<file path="src/rtl/cfg_scan_pkg.sv">
package cfg_scan_pkg;

    // State of one chain position: lockup flop and config flop.
    typedef struct packed {
        logic lock;
        logic cfg;
    } link_t;

    // Reset invalidate sequencer states.
    typedef enum logic {
        INV_WALK = 1'b0,
        INV_DONE = 1'b1
    } inv_state_e;

endpackage

</file>
<file path="src/rtl/cfg_scan_link.sv">
module cfg_scan_link
    import cfg_scan_pkg::*;
(
    input  logic clk,
    input  logic rst_n,
    input  logic ph1_en,
    input  logic ph2_en,
    input  logic link_in,
    output logic cfg_bit
);

    link_t st_d, st_q;

    always_comb begin
        st_d = st_q;
        // Phase 1 writes only the lockup flop; its source is never written on this edge.
        if (ph1_en) st_d.lock = link_in;
        // Phase 2 writes only the config flop from the lockup flop.
        if (ph2_en) st_d.cfg  = st_q.lock;
    end

    always_ff @(posedge clk) begin
        if (!rst_n) st_q <= '0;
        else        st_q <= st_d;
    end

    assign cfg_bit = st_q.cfg;

endmodule

</file>
<file path="src/rtl/cfg_inv_seq.sv">
module cfg_inv_seq
    import cfg_scan_pkg::*;
#(
    parameter int NUM_LINES = 8,
    localparam int IDX_W = $clog2(NUM_LINES)
) (
    input  logic             clk,
    input  logic             rst_n,
    input  logic             inv_ack,
    output logic             inv_req,
    output logic [IDX_W-1:0] inv_index,
    output logic             inv_done
);

    localparam logic [IDX_W-1:0] LAST_IDX = IDX_W'(NUM_LINES - 1);

    typedef struct packed {
        inv_state_e       st;
        logic [IDX_W-1:0] idx;
    } seq_t;

    seq_t seq_d, seq_q;

    always_comb begin
        seq_d = seq_q;
        if (seq_q.st == INV_WALK && inv_ack) begin
            if (seq_q.idx == LAST_IDX) seq_d.st  = INV_DONE;
            else                       seq_d.idx = seq_q.idx + 1'b1;
        end
    end

    always_ff @(posedge clk) begin
        if (!rst_n) seq_q <= '{st: INV_WALK, idx: '0};
        else        seq_q <= seq_d;
    end

    assign inv_req   = (seq_q.st == INV_WALK);
    assign inv_done  = (seq_q.st == INV_DONE);
    assign inv_index = seq_q.idx;

endmodule

</file>
<file path="src/rtl/cfg_scan_chain.sv">
module cfg_scan_chain #(
    parameter int CHAIN_LEN = 16,
    parameter int NUM_LINES = 8,
    localparam int IDX_W = $clog2(NUM_LINES)
) (
    input  logic                 clk,
    input  logic                 rst_n,
    input  logic                 scan_in,
    input  logic                 ph1_en,
    input  logic                 ph2_en,
    input  logic                 inv_ack,
    output logic [CHAIN_LEN-1:0] cfg_word,
    output logic                 scan_out,
    output logic                 inv_req,
    output logic [IDX_W-1:0]     inv_index,
    output logic                 inv_done
);

    logic [CHAIN_LEN-1:0] link_in;

    for (genvar k = 0; k < CHAIN_LEN; k++) begin : g_link
        if (k == 0) begin : g_head
            assign link_in[k] = scan_in;
        end else begin : g_body
            assign link_in[k] = cfg_word[k-1];
        end

        cfg_scan_link u_link (
            .clk     (clk),
            .rst_n   (rst_n),
            .ph1_en  (ph1_en),
            .ph2_en  (ph2_en),
            .link_in (link_in[k]),
            .cfg_bit (cfg_word[k])
        );
    end

    assign scan_out = cfg_word[CHAIN_LEN-1];

    cfg_inv_seq #(.NUM_LINES(NUM_LINES)) u_inv (
        .clk       (clk),
        .rst_n     (rst_n),
        .inv_ack   (inv_ack),
        .inv_req   (inv_req),
        .inv_index (inv_index),
        .inv_done  (inv_done)
    );

endmodule

</file>
<file path="config.mk">
export PLATFORM = sky130hd
export DESIGN_NAME = cfg_scan_chain
export DESIGN_NICKNAME = d
export VERILOG_FILES = /design/src/rtl/cfg_scan_pkg.sv /design/src/rtl/cfg_scan_link.sv /design/src/rtl/cfg_inv_seq.sv /design/src/rtl/cfg_scan_chain.sv
export SDC_FILE = /design/constraint.sdc
export NUM_CORES = 1
export LEC_CHECK = 0
export ABC_AREA = 1
export BUFFER_PORTS_ARGS = -buffer_cell sky130_fd_sc_hd__buf_2
export CAP_MARGIN = 20
export CORE_ASPECT_RATIO = 1.4
export CORE_UTILIZATION = 50
export CTS_CLUSTER_SIZE = 25
export DETAILED_ROUTE_END_ITERATION = 8
export GPL_ROUTABILITY_DRIVEN = 1
export PLACE_DENSITY = 0.76
export SYNTH_ARGS = -nofsm -noshare
export SYNTH_HDL_FRONTEND = slang
export SYNTH_SLANG_ARGS = --single-unit
</file>
<file path="constraint.sdc">
create_clock -name clk -period 2.79 [get_ports clk]
set_clock_uncertainty 0.05 [all_clocks]
set_input_delay 0.837 -clock clk [delete_from_list [all_inputs] [get_ports clk]]
set_output_delay 0.837 -clock clk [all_outputs]
set_load 0.05 [all_outputs]
</file>
# Word-level counts from Yosys, hierarchy flattened
# Index checks and enable logic that the tools add are counted.
# classes
n_addsub	1
eq_ne	1
n_bitwise	2
n_reduce_logical	3
# op_table
operator	n
$reduce_and A2 Y1	2
$add A3 B1 Y3 const B	1
$eq A3 B3 Y1 const B	1
$not A1 Y1	2
$logic_and A1 B1 Y1	1
# word_totals
inputBits	6
ff_bits	36
output_inout_bits	22

# Logic depth before layout (Yosys ltp)
# Gate-level depths: netlist of run 1.
# logic_depth
word_depth	3
ltp_mapped	7
mapped_depth_nobuf	7

# Cells and area by module
# From an unflattened synthesis of run 1, not the netlist that was laid out.
# hier_totals
hier_cells	220
area_unflattened_um2	1485.2
# by_module_without_submodules
module	instances	seq_area_each_um2	area_per_inst_um2	cells_per_inst
cfg_scan_link	16	40.0	80.1	12
cfg_inv_seq	1	80.1	196.4	27
cfg_scan_chain	1	0.0	7.5	1

# Least setup slack after synthesis of run 1
# Ideal clock, no wire load.
# synth_timing
kind	reg2out
from	reg u_inv.seq_q (netlist bit u_inv.inv_done)
to	out inv_req
slack_ns	0.931
n_path_buf	0
arrival_time_ns	0.972
stages_incl_launch_ff	2
path_cell_list	dfxtp_1 inv_1
# synth_via
elab_chain_len	1
# synth_rtl
element	line_no	text
start, declared	cfg_inv_seq.sv:22	seq_t seq_d, seq_q;
start signal, assigned	cfg_inv_seq.sv:33	if (!rst_n) seq_q <= '{st: INV_WALK, idx: '0};
start signal, assigned	cfg_inv_seq.sv:34	else seq_q <= seq_d;
$not A1 Y1	cfg_inv_seq.sv:37	assign inv_req = (seq_q.st == INV_WALK);
end, declared	cfg_scan_chain.sv:14	output logic inv_req,
# No other way between the ends.

# Final worst setup path of run 1
# Same ends and word-level chain as after synthesis.

==> results of run 1 <==
==> final timing paths <==
check | from | endpoint | slack (ns)
hold / removal | g_link[1].u_link.st_q[1] | g_link[1].u_link.cfg_bit | 0.44
setup / recovery | u_inv.inv_done | inv_req | 0.91
hold reg to reg | g_link[1].u_link.st_q[1] | g_link[1].u_link.cfg_bit | 0.44
setup reg to reg | u_inv.inv_index[0] | u_inv.inv_index[0] | 1.44
==> layout make-up <==
class / instances / area (sq um) / area share
clock buffer: 6 / 41.3 / 0.0277
clock inverter: 2 / 35.0 / 0.0235
inverter: 7 / 26.3 / 0.0176
multi-input combinational: 113 / 487 / 0.327
sequential: 36 / 721 / 0.484
tap: 36 / 45.0 / 0.0302
timing repair buffer: 27 / 135 / 0.0907
==> cells by family (layout without fill, tap and decap cells) <==
logic type                 after synthesis  count (layout)
AOI/OAI and AO/OA                       33              33
adders and majority gates                2               2
buffers and inverters                   30              42
DFF                                     36              36
and+or+nand+nor                         78              78
==> power groups by stage <==
stage / combinational, uW / clock, uW / sequential [uW]
5_1_grt: 180 / 382 / 572
4_1_cts: 164 / 363 / 567
6_report: 163 / 354 / 567
2_1_floorplan: 137 / 0 / 591
3_3_place_gp: 159 / 0 / 578
3_5_place_dp: 163 / 0 / 579
==> registers in the layout (all words and copies together) (netlist names) <==
name and cells:
g_link.u_link.st_q 16, u_inv.inv_done 1, u_inv.inv_index 3, g_link.u_link.cfg_bit 16
==> layout by cell type, fill, tap and decap left out, types with 2 or more instances in the layout <==
master,count
buf_2,27
dfxtp_1,36
inv_2,2
clkbuf_4,5
ha_1,2
nand2_1,7
nor2_1,70
inv_1,5
o21ai_0,25
o21ai_1,7
==> per-layer routing <==
metal,track usage,share of wire,vias to the layer above
li1,-,-,568
met1,0.246,0.45,510
met2,0.300,0.49,24
met3,0.0501,0.032,8
met4,0.107,0.026,0
met5,0,0,-
==> per-stage QoR <==
step                       util  total power [uW]  setup WS (ns)
after floorplan               -               727          0.931
after global placement    0.535               737           1.15
after detailed placement  0.535               742           1.12
after CTS                 0.564              1090          0.889
after global routing      0.564              1130          0.839
final                     0.564              1080          0.907
==> worst register-to-register path, delay by kind of cell (launching register included) <==
kind | cells | cell delay, ns
fa+ha+maj | 2 | 0.41
buf+inv | 1 | 0.06
flops | 1 | 0.34
simple gates | 4 | 0.45
==> tab_implementation.tex, run 1 <==
\begin{tabular}{lr}
\hline
Metric & Value \\
\hline
\multicolumn{2}{l}{\textbf{Global route}} \\
\quad Via count of the first global-routing pass & 997 \\
\quad GRT Util Overall & 0.197 \\
\quad Wire length of the first global-routing pass & 4.28 mm \\
\quad Number of antenna violations at the first check in global routing & 0 \\
\quad Remaining Overflow, GRT & 0 \\
\quad Maximum number of pins on one net before global-route repair & 37 \\
\multicolumn{2}{l}{\textbf{Clocking}} \\
\quad TritonCTS clock tree & yes \\
\quad Number of clock sinks & 36 \\
\quad Clock root buffer master & clkbuf\_4 \\
\quad Number of buffers created by CTS & 5 \\
\quad Post-CTS Setup Inserts & 0 \\
\quad Worst-skew pair later-pin latency & 0.34 ns \\
\quad Clock Tree Buf Depth & 2 \\
\quad \# hold bufs at CTS & 0 \\
\quad Resized cells post-CTS & 0 \\
\quad H-tree Lvls & 2 \\
\quad Clock-pin slew reported for the worst setup and hold paths after clock tree synthesis & 0.10 ns \\
\multicolumn{2}{l}{\textbf{Place}} \\
\quad Port Buffers & 27 \\
\quad Placed Cells & 219 \\
\quad Post-detailed-placement cell area & 1410 sq um \\
\quad GP Congestion & 0.743 \\
\quad HPWL after detailed placement & 1.65 mm \\
\multicolumn{2}{l}{\textbf{Synth}} \\
\quad Distinct cell type count of the synthesized netlist & 12 \\
\quad Cell area after synthesis & 1410 sq um \\
\quad Area fraction in and, or, nand and nor cells after synthesis & 0.208 \\
\quad Fraction of synthesis flops using an asynchronous set or reset pin & 0 \\
\quad Synthesized netlist cell count & 179 \\
\quad Number of synthesized flops with an enable pin & 0 \\
\quad Leading area contributor after synthesis & dfxtp\_1 \\
\quad Cell types with the largest area share after synthesis & dfxtp\_1, nor2\_1, buf\_4, o21ai\_0, o21ai\_1 \\
\quad Most instantiated library cell after synthesis & nor2\_1 \\
\quad Sequential element share of the synthesized area & 0.510 \\
\quad Seq cells post-synth & 36 \\
\quad Area fraction in compound gates after synthesis & 0.119 \\
\quad Most frequent cells after synthesis & nor2\_1, dfxtp\_1, o21ai\_0, buf\_4 \\
\quad Most used flip-flop cell after synthesis & dfxtp\_1 \\
\quad Mean area per synthesized cell & 7.90 sq um \\
\quad Synth top area share & 0.510 \\
\quad Synthesis warning total & 0 \\
\quad Post-Synth Adder-Cell Area & 0.0177 \\
\quad Dominant combinational cell family by area after synthesis & simple AND/OR/NAND/NOR gates \\
\quad Syn nets & 187 \\
\quad Mux share of post-synthesis cell area & 0 \\
\quad Parity-gate share of the synthesized area counting xor and xnor cells & 0 \\
\multicolumn{2}{l}{\textbf{Power}} \\
\quad Clock power share & 0.327 \\
\quad Peak supply drop & 0.503 mV \\
\quad Portion of total power attributed to combinational logic & 0.150 \\
\quad Power per cell area & 727 nW/um\^{}2 \\
\quad Total internal power & 774 uW \\
\quad Switching component of the power & 309 uW \\
\quad Net switching share of the total power & 0.285 \\
\quad Leakage component of the power & 0.000717 uW \\
\quad Sequential share of power & 0.523 \\
\multicolumn{2}{l}{\textbf{Routing}} \\
\quad Routed Wire Length & 2.56 mm \\
\quad 1st-iter DRT viols & 36 \\
\quad DRC errors left & 0 \\
\quad Detailed Routing Iterations Pass 1 & 4 \\
\quad Detail Route Antenna Nets & 0 \\
\quad Average vias per placed instance & 4.89 \\
\quad Total vias in the final route & 1110 \\
\quad Drt wl/cell & 11.3 um \\
\multicolumn{2}{l}{\textbf{Min path}} \\
\quad Type of the tightest min-delay check & flip-flop to flip-flop \\
\quad Hold depth & 2 \\
\multicolumn{2}{l}{\textbf{Floorplanning}} \\
\quad DIE WIDTH & 46.9 um \\
\quad Die ar. & 3050 sq um \\
\quad Site Rows & 22 \\
\quad Die height & 64.9 um \\
\quad Area inside the core boundary & 2640 sq um \\
\quad Initial cell density of the core & 0.535 \\
\quad IO Pins & 28 \\
\multicolumn{2}{l}{\textbf{STA}} \\
\quad Final critical path time including I/O delays and setup & 1.88 ns \\
\quad Final hold violation count & 0 \\
\quad Max Fclk & 0.531 GHz \\
\quad Total Neg Setup Slack & 0 ns \\
\quad Pin slew with the least headroom to its limit & 0.503 ns \\
\quad Count of pins over their slew limit & 0 \\
\quad Hold WS & 0.436 ns \\
\quad Final worst-path cycle share & 0.675 \\
\quad Normalized max-slew margin & 0.664 \\
\quad RSZ-0062 raised after global routing & no \\
\quad Setup Viol. Count Final & 0 \\
\multicolumn{2}{l}{\textbf{Critical path}} \\
\quad Maximum single-stage delay on the critical path & 0.32 ns \\
\quad Crit path capture type & output pin \\
\quad Type of element launching the critical path & flip-flop \\
\quad CP Depth & 2 \\
\quad Cell family contributing the most delay on the critical path & buffers and inverters \\
\quad Endpoint required time on the critical path & 1.90 ns \\
\quad Arrival time at the worst endpoint & 1.00 ns \\
\quad Critical path's slowest cell & dfxtp\_1 \\
\quad Worst setup path category & flip-flop to output pin \\
\quad CP bufs+invs & 2 \\
\quad CP cell instances & inv\_1 > buf\_2 \\
\quad Number of cells on the worst reg-to-reg path & 7 \\
\quad Crit path max fanout & 3 \\
\multicolumn{2}{l}{\textbf{Finish}} \\
\quad Fraction of final layout cells with drive strength greater than 1 & 0.188 \\
\quad Area of all placed cells without fillers & 1490 sq um \\
\quad Final non-filler cell total & 227 \\
\quad Number of inserted diodes & 0 \\
\quad Synthesis-to-finish area growth & 5.40\% \\
\quad Post-layout net count & 198 \\
\quad Number of filler instances in the final layout & 283 \\
\multicolumn{2}{l}{\textbf{Status}} \\
\quad Status & completed \\
\multicolumn{2}{l}{\textbf{Flow run}} \\
\quad Number of max-cap violations & 0 \\
\hline
\end{tabular}
Power figures use the tool's default switching activity.
==> inputs of run 2 (changes only) <==
Settings changed: CORE_UTILIZATION 50 to 48, PLACE_DENSITY 0.76 to 0.77.
Clock period 2.79 ns to 1.7 ns, I/O delays scaled along.
==> run 2 against run 1 <==
Sequential power grew 64%. Final area shrank 1.3%. Core utilization shrank 1.9 points. Register-to-register slack lost 1.1 ns. Sequential share of layout area grew 0.66 points. Combinational power grew 64%. First-iteration DRC count shrank 58%. Largest power group unchanged. Sequential cell count is the same. Critical path depth shrank 1. Highest routed layer unchanged. Total power grew 52%.
==> tab_implementation.tex, run 2 (synthesis results as in run 1) <==
\begin{tabular}{lr}
\hline
Metric & Value \\
\hline
\multicolumn{2}{l}{\textbf{Critical path}} \\
\quad CP Depth & 1 (was 2) \\
\quad Endpoint required time on the critical path & 1.14 ns (was 1.90 ns) \\
\quad Timing startpoint of the critical path & g\_link[1].u\_link.cfg\_bit (was u\_inv.inv\_done) \\
\quad Worst setup endpoint & cfg\_word[1] (was inv\_req) \\
\quad Crit path max fanout & 3 (unchanged) \\
\quad Internal reg-to-reg setup slack & 0.38 ns (was 1.44 ns) \\
\quad Type of element launching the critical path & flip-flop (unchanged) \\
\quad Endpoint of the lowest-slack register-to-register path & u\_inv.inv\_index[0] (unchanged) \\
\quad Number of cells on the worst reg-to-reg path & 6 (was 7) \\
\quad Maximum single-stage delay on the critical path & 0.38 ns (was 0.32 ns) \\
\quad CP bufs+invs & 1 (was 2) \\
\quad Crit path capture type & output pin (unchanged) \\
\quad Arrival time at the worst endpoint & 1.01 ns (was 1.00 ns) \\
\quad Worst setup path category & flip-flop to output pin (unchanged) \\
\quad FF-to-FF Start & u\_inv.inv\_index[0] (unchanged) \\
\quad Critical path's slowest cell & dfxtp\_1 (unchanged) \\
\quad CP cell instances & buf\_2 (was inv\_1 > buf\_2) \\
\quad Cell family contributing the most delay on the critical path & flip-flops (was buffers and inverters) \\
\multicolumn{2}{l}{\textbf{Routing}} \\
\quad Detailed Routing Iterations Pass 1 & 4 (unchanged) \\
\quad Average vias per placed instance & 4.73 (was 4.89) \\
\quad Routed Wire Length & 2.57 mm (was 2.56 mm) \\
\quad 1st-iter DRT viols & 15 (was 36) \\
\quad Detail Route Antenna Nets & 0 (unchanged) \\
\quad Total length of routed met3 wires & 118 um (was 82 um) \\
\quad Drt wl/cell & 11.3 um (about the same) \\
\quad Highest layer used for signal routing & met4 (unchanged) \\
\quad Met1 WL & 1.20 mm (was 1.17 mm) \\
\quad DRC errors left & 0 (unchanged) \\
\quad Amount of wire on met2 after detailed routing & 1.21 mm (was 1.25 mm) \\
\quad Total vias in the final route & 1074 (was 1110) \\
\multicolumn{2}{l}{\textbf{Finish}} \\
\quad Most frequent standard cell in the layout excluding fill and tap cells & nor2\_1 (unchanged) \\
\quad Most used cells in the layout excluding fill and tap cells & nor2\_1, dfxtp\_1, buf\_2 (unchanged) \\
\quad Post-layout net count & 198 (unchanged) \\
\quad Number of inserted diodes & 0 (unchanged) \\
\quad Area of all placed cells without fillers & 1470 sq um (was 1490 sq um) \\
\quad Fraction of final layout cells with drive strength greater than 1 & 0.194 (was 0.188) \\
\quad Synthesis-to-finish area growth & 3.98\% (was 5.40\%) \\
\quad Final non-filler cell total & 227 (unchanged) \\
\multicolumn{2}{l}{\textbf{Clocking}} \\
\quad Post-CTS Setup Inserts & 0 (unchanged) \\
\quad \# hold bufs at CTS & 0 (unchanged) \\
\quad Clock-pin slew reported for the worst setup and hold paths after clock tree synthesis & 0.11 ns (was 0.10 ns) \\
\quad Number of clock sinks & 36 (unchanged) \\
\quad Clock Tree Buf Depth & 2 (unchanged) \\
\quad Clock root buffer master & clkbuf\_4 (unchanged) \\
\quad Number of buffers created by CTS & 5 (unchanged) \\
\quad TritonCTS clock tree & yes (unchanged) \\
\quad H-tree Lvls & 2 (unchanged) \\
\quad Worst-skew pair later-pin latency & 0.35 ns (was 0.34 ns) \\
\quad Resized cells post-CTS & 0 (unchanged) \\
\multicolumn{2}{l}{\textbf{Global route}} \\
\quad Number of antenna violations at the first check in global routing & 0 (unchanged) \\
\quad Remaining Overflow, GRT & 0 (unchanged) \\
\quad Wire length of the first global-routing pass & 4.28 mm (unchanged) \\
\quad Via count of the first global-routing pass & 1004 (was 997) \\
\quad GRT Util Overall & 0.191 (was 0.197) \\
\quad Maximum number of pins on one net before global-route repair & 37 (unchanged) \\
\multicolumn{2}{l}{\textbf{Floorplanning}} \\
\quad Die ar. & 3170 sq um (was 3050 sq um) \\
\quad DIE WIDTH & 47.9 um (was 46.9 um) \\
\quad Site Rows & 22 (unchanged) \\
\quad Die height & 66.2 um (was 64.9 um) \\
\quad IO Pins & 28 (unchanged) \\
\quad Area inside the core boundary & 2700 sq um (was 2640 sq um) \\
\quad Initial cell density of the core & 0.524 (was 0.535) \\
\multicolumn{2}{l}{\textbf{STA}} \\
\quad Count of pins over their slew limit & 0 (unchanged) \\
\quad Pin slew with the least headroom to its limit & 0.500 ns (was 0.503 ns) \\
\quad Final hold violation count & 0 (unchanged) \\
\quad Final critical path time including I/O delays and setup & 1.57 ns \\
\quad Hold WS & 0.331 ns (was 0.436 ns) \\
\quad Total Neg Setup Slack & 0 ns (unchanged) \\
\quad Normalized max-slew margin & 0.667 (was 0.664) \\
\quad Final worst-path cycle share & 0.924 \\
\quad Setup Viol. Count Final & 0 (unchanged) \\
\quad Max Fclk & 0.637 GHz \\
\quad RSZ-0062 raised after global routing & no (unchanged) \\
\quad Post-route worst setup slack & 0.129 ns (was 0.907 ns) \\
\multicolumn{2}{l}{\textbf{Place}} \\
\quad Worst slack at placement & 0.346 ns (was 1.12 ns) \\
\quad Post-detailed-placement cell area & 1410 sq um (unchanged) \\
\quad Placed Cells & 219 (unchanged) \\
\quad Port Buffers & 27 (unchanged) \\
\quad HPWL after detailed placement & 1.72 mm (was 1.65 mm) \\
\quad GP Congestion & 0.730 (was 0.743) \\
\multicolumn{2}{l}{\textbf{Power}} \\
\quad Clock power share & 0.269 (was 0.327) \\
\quad Power per cell area & 1120 nW/um\^{}2 (was 727 nW/um\^{}2) \\
\quad Net switching share of the total power & 0.317 (was 0.285) \\
\quad Portion of total power attributed to combinational logic & 0.163 (was 0.150) \\
\quad Switching component of the power & 521 uW (was 309 uW) \\
\quad Sequential share of power & 0.568 (was 0.523) \\
\quad Leakage component of the power & 0.000710 uW (was 0.000717 uW) \\
\quad Total internal power & 1120 uW (was 774 uW) \\
\quad Peak supply drop & 0.638 mV (was 0.503 mV) \\
\multicolumn{2}{l}{\textbf{Min path}} \\
\quad Worst Hold Launch & scan\_in (was g\_link[1].u\_link.st\_q[1]) \\
\quad Type of the tightest min-delay check & input port to flip-flop (was flip-flop to flip-flop) \\
\multicolumn{2}{l}{\textbf{Status}} \\
\quad Status & completed (unchanged) \\
\multicolumn{2}{l}{\textbf{Flow run}} \\
\quad Number of max-cap violations & 0 (unchanged) \\
\hline
\end{tabular}
## run 2: changes by cell type in the layout (fill, tap and decap cells not counted), sizes merged
cell	previous run	this run
clkinv	1	3
clkbuf	6	5
bufinv	1	0
## run 2: layout make-up
class | instances | area, sq um
inverter | 7 | 26.3
tap | 36 | 45.0
clock inverter | 3 | 18.8
sequential | 36 | 721
multi-input combinational | 113 | 487
clock buffer | 5 | 37.5
fill | 288 | 1230
timing repair buffer | 27 | 135
## run 2: routing by layer
layer,GRT usage,up-vias
met5,0,-
met4,0.0833,0
met3,0.0683,6
met2,0.321,21
met1,0.204,476
li1,-,571
## run 2: stage by stage
step | utilization | power [uW]
final | 0.545 | 1640
after global routing | 0.545 | 1720
after CTS | 0.545 | 1650
after detailed placement | 0.524 | 1220
after global placement | 0.524 | 1210
after floorplan | - | 1190
## run 2: worst min-delay path by stage
stage | depth (start not counted) | slack [ns] | endpoint
after floorplan | 2 | 0.40 | g_link[15].u_link.cfg_bit
after global placement | 2 | 0.41 | g_link[1].u_link.cfg_bit
after detailed placement | 2 | 0.42 | g_link[0].u_link.cfg_bit
after CTS | 3 | 0.33 | g_link[0].u_link.st_q[1]
after global routing | 3 | 0.35 | g_link[0].u_link.st_q[1]
final | 3 | 0.33 | g_link[0].u_link.st_q[1]
## run 2: power groups by stage
| stage | Clock (uW) | Combinational [uW] | Sequential, uW |
|---|---|---|---|
| 3_5_place_dp | 0 | 268 | 951 |
| 3_3_place_gp | 0 | 261 | 948 |
| 5_1_grt | 489 | 291 | 939 |
| 4_1_cts | 453 | 269 | 933 |
| 6_report | 443 | 268 | 932 |
| 2_1_floorplan | 0 | 224 | 969 |
==> inputs of run 3 (changes only) <==
Settings changed: ABC_AREA 1 to unset, CORE_UTILIZATION 48 to 49, GPL_ROUTABILITY_DRIVEN 1 to 0, GPL_TIMING_DRIVEN set to 1.
==> run 3 against run 2 <==
Non-clock buffer count unchanged. Combinational power decreased by 61%. Core utilization rose by 1.1 points. Wire length is 9.2% lower. Critical path type unchanged. Largest cell class unchanged. Highest routed layer unchanged.
==> tab_implementation.tex, run 3 <==
\begin{tabular}{lr}
\hline
Metric & Value \\
\hline
\multicolumn{2}{l}{\textbf{Floorplanning}} \\
\quad Die ar. & 3410 sq um (was 3170 sq um) \\
\quad Die height & 68.7 um (was 66.2 um) \\
\quad Initial cell density of the core & 0.530 (was 0.524) \\
\quad DIE WIDTH & 49.6 um (was 47.9 um) \\
\quad Site Rows & 23 (was 22) \\
\quad Area inside the core boundary & 2940 sq um (was 2700 sq um) \\
\quad IO Pins & 28 (unchanged) \\
\multicolumn{2}{l}{\textbf{Synth}} \\
\quad Fraction of synthesis flops using an asynchronous set or reset pin & 0 (unchanged) \\
\quad Cell types with the largest area share after synthesis & dfxtp\_1, mux2i\_1, nor2b\_1, buf\_4, buf\_12 (was dfxtp\_1, nor2\_1, buf\_4, o21ai\_0, o21ai\_1) \\
\quad Most used flip-flop cell after synthesis & dfxtp\_1 (unchanged) \\
\quad Most frequent cells after synthesis & dfxtp\_1, mux2i\_1, nor2b\_1, buf\_4, nand2\_1 (was nor2\_1, dfxtp\_1, o21ai\_0, buf\_4) \\
\quad Synth top area share & 0.463 (was 0.510) \\
\quad Number of synthesized flops with an enable pin & 0 (unchanged) \\
\quad Leading area contributor after synthesis & dfxtp\_1 (unchanged) \\
\quad Syn nets & 147 (was 187) \\
\quad Cell area after synthesis & 1560 sq um (was 1410 sq um) \\
\quad Distinct cell type count of the synthesized netlist & 14 (was 12) \\
\quad Sequential element share of the synthesized area & 0.463 (was 0.510) \\
\quad Synthesized netlist cell count & 139 (was 179) \\
\quad Synthesis warning total & 0 (unchanged) \\
\quad Seq cells post-synth & 36 (unchanged) \\
\quad Mean area per synthesized cell & 11.2 sq um (was 7.90 sq um) \\
\quad Most instantiated library cell after synthesis & dfxtp\_1 (was nor2\_1) \\
\multicolumn{2}{l}{\textbf{Global route}} \\
\quad Maximum number of pins on one net before global-route repair & 40 (was 37) \\
\quad Remaining Overflow, GRT & 0 (unchanged) \\
\quad Wire length of the first global-routing pass & 3.92 mm (was 4.28 mm) \\
\quad GRT Util Overall & 0.163 (was 0.191) \\
\quad Via count of the first global-routing pass & 901 (was 1004) \\
\quad Number of antenna violations at the first check in global routing & 0 (unchanged) \\
\multicolumn{2}{l}{\textbf{Critical path}} \\
\quad Maximum single-stage delay on the critical path & 0.41 ns (was 0.38 ns) \\
\quad CP bufs+invs & 1 (unchanged) \\
\quad Crit path max fanout & 4 (was 3) \\
\quad Arrival time at the worst endpoint & 1.00 ns (was 1.01 ns) \\
\quad Type of element launching the critical path & flip-flop (unchanged) \\
\quad Worst setup path category & flip-flop to output pin (unchanged) \\
\quad Endpoint required time on the critical path & 1.14 ns (about the same) \\
\quad Critical path's slowest cell & dfxtp\_1 (unchanged) \\
\quad Cell family contributing the most delay on the critical path & flip-flops (unchanged) \\
\quad CP cell instances & buf\_2 (unchanged) \\
\quad Crit path capture type & output pin (unchanged) \\
\multicolumn{2}{l}{\textbf{Power}} \\
\quad Power per cell area & 984 nW/um\^{}2 (was 1120 nW/um\^{}2) \\
\quad Peak supply drop & 0.826 mV (was 0.638 mV) \\
\quad Leakage component of the power & 0.000746 uW (was 0.000710 uW) \\
\multicolumn{2}{l}{\textbf{Place}} \\
\quad Port Buffers & 27 (unchanged) \\
\quad Placed Cells & 179 (was 219) \\
\quad HPWL after detailed placement & 1.52 mm (was 1.72 mm) \\
\quad Worst slack at placement & 0.288 ns (was 0.346 ns) \\
\multicolumn{2}{l}{\textbf{Clocking}} \\
\quad Number of buffers created by CTS & 5 (unchanged) \\
\quad Number of clock sinks & 36 (unchanged) \\
\quad Clock Tree Buf Depth & 2 (unchanged) \\
\quad Clock root buffer master & clkbuf\_8 (was clkbuf\_4) \\
\quad Resized cells post-CTS & 0 (unchanged) \\
\quad \# hold bufs at CTS & 0 (unchanged) \\
\quad Clock-pin slew reported for the worst setup and hold paths after clock tree synthesis & 0.06 ns (was 0.11 ns) \\
\quad H-tree Lvls & 2 (unchanged) \\
\quad TritonCTS clock tree & yes (unchanged) \\
\quad Worst-skew pair later-pin latency & 0.29 ns (was 0.35 ns) \\
\quad Post-CTS Setup Inserts & 0 (unchanged) \\
\multicolumn{2}{l}{\textbf{Routing}} \\
\quad 1st-iter DRT viols & 31 (was 15) \\
\quad Detailed Routing Iterations Pass 1 & 2 (was 4) \\
\quad Detail Route Antenna Nets & 0 (unchanged) \\
\quad DRC errors left & 0 (unchanged) \\
\quad Total vias in the final route & 870 (was 1074) \\
\quad Drt wl/cell & 12.6 um (was 11.3 um) \\
\quad Average vias per placed instance & 4.68 (was 4.73) \\
\quad Routed Wire Length & 2.34 mm (was 2.57 mm) \\
\multicolumn{2}{l}{\textbf{Flow run}} \\
\quad Number of max-cap violations & 0 (unchanged) \\
\multicolumn{2}{l}{\textbf{Finish}} \\
\quad Post-layout net count & 157 (was 198) \\
\quad Final non-filler cell total & 186 (was 227) \\
\quad Area used by multi-input combinational logic & 631 sq um (was 487 sq um) \\
\quad Most used cells in the layout excluding fill and tap cells & dfxtp\_1, mux2i\_1, nor2b\_1 (was nor2\_1, dfxtp\_1, buf\_2) \\
\quad Area used by sequential logic in the layout & 721 sq um (unchanged) \\
\quad Most frequent standard cell in the layout excluding fill and tap cells & dfxtp\_1 (was nor2\_1) \\
\quad Fraction of final layout cells with drive strength greater than 1 & 0.235 (was 0.194) \\
\quad Post-route core utilization & 0.556 (was 0.545) \\
\quad Number of inserted diodes & 0 (unchanged) \\
\quad Synthesis-to-finish area growth & 4.99\% (was 3.98\%) \\
\quad Number of filler instances in the final layout & 283 (was 288) \\
\multicolumn{2}{l}{\textbf{STA}} \\
\quad Max Fclk & 0.642 GHz (was 0.637 GHz) \\
\quad Final worst-path cycle share & 0.917 (was 0.924) \\
\quad Normalized max-slew margin & 0.673 (was 0.667) \\
\quad Post-route worst setup slack & 0.141 ns (was 0.129 ns) \\
\quad Final critical path time including I/O delays and setup & 1.56 ns (was 1.57 ns) \\
\quad Setup Viol. Count Final & 0 (unchanged) \\
\quad Count of pins over their slew limit & 0 (unchanged) \\
\quad Final hold violation count & 0 (unchanged) \\
\quad Total Neg Setup Slack & 0 ns (unchanged) \\
\quad Pin slew with the least headroom to its limit & 0.490 ns (was 0.500 ns) \\
\quad RSZ-0062 raised after global routing & no (unchanged) \\
\multicolumn{2}{l}{\textbf{Min path}} \\
\quad Type of the tightest min-delay check & flip-flop to flip-flop (was input port to flip-flop) \\
\multicolumn{2}{l}{\textbf{Status}} \\
\quad Status & completed (unchanged) \\
\hline
\end{tabular}
## run 3: routing by layer
| metal | global-route usage | part of all wire |
|---|---|---|
| met5 | 0 | 0 |
| met4 | 0.107 | 0.017 |
| met3 | 0.0724 | 0.048 |
| met2 | 0.272 | 0.50 |
| met1 | 0.167 | 0.43 |
## run 3: worst paths after layout
path	from	slack, ns	cells past startpoint	end
max reg2reg	u_inv.inv_index[0]	0.29	4	u_inv.inv_index[1]
min reg2reg	u_inv.inv_index[2]	0.44	2	u_inv.inv_index[2]
max	u_inv.inv_done	0.14	1	inv_done
min	u_inv.inv_index[2]	0.44	2	u_inv.inv_index[2]
## run 3: cell families (layout without fill, tap and decap cells)
kind of cell,Yosys count,in the layout,share of synthesized area
and+or+nand+nor,40,40,0.161
DFF,36,36,0.463
AOI/OAI and AO/OA,1,1,0.00321
buffers and inverters,25,35,0.131
muxes,35,35,0.225
adders and majority gates,2,2,0.0161
## run 3: tightest hold or removal path, delay by kind of cell, from the launching register on
family	cells	cell delay (ns)
muxes	1	0.06
and+or+nand+nor	1	0.06
DFF	1	0.33
## run 3: final cells by class
class,count,area share
Clock buffer,7,0.0590
Inverter,1,0.00230
Multi-Input combinational cell,78,0.386
Sequential cell,36,0.441
Tap cell,37,0.0284
Timing Repair Buffer,27,0.0828
## run 3: power breakdown
part           switching (uW)  internal, uW
Combinational            61.4          43.4
Sequential               5.92           851
Clock                     285           360
Total                     352          1250
## run 3: stage by stage
| stage | hold slack [ns] | power [uW] | area [sq um] |
|---|---|---|---|
| after global routing | 0.469 | 1680 | 1630 |
| after global placement | 0.409 | 977 | 1540 |
| after floorplan | 0.432 | 976 | 1560 |
| after detailed placement | 0.431 | 981 | 1540 |
| final | 0.438 | 1610 | 1630 |
| after CTS | 0.441 | 1630 | 1630 |
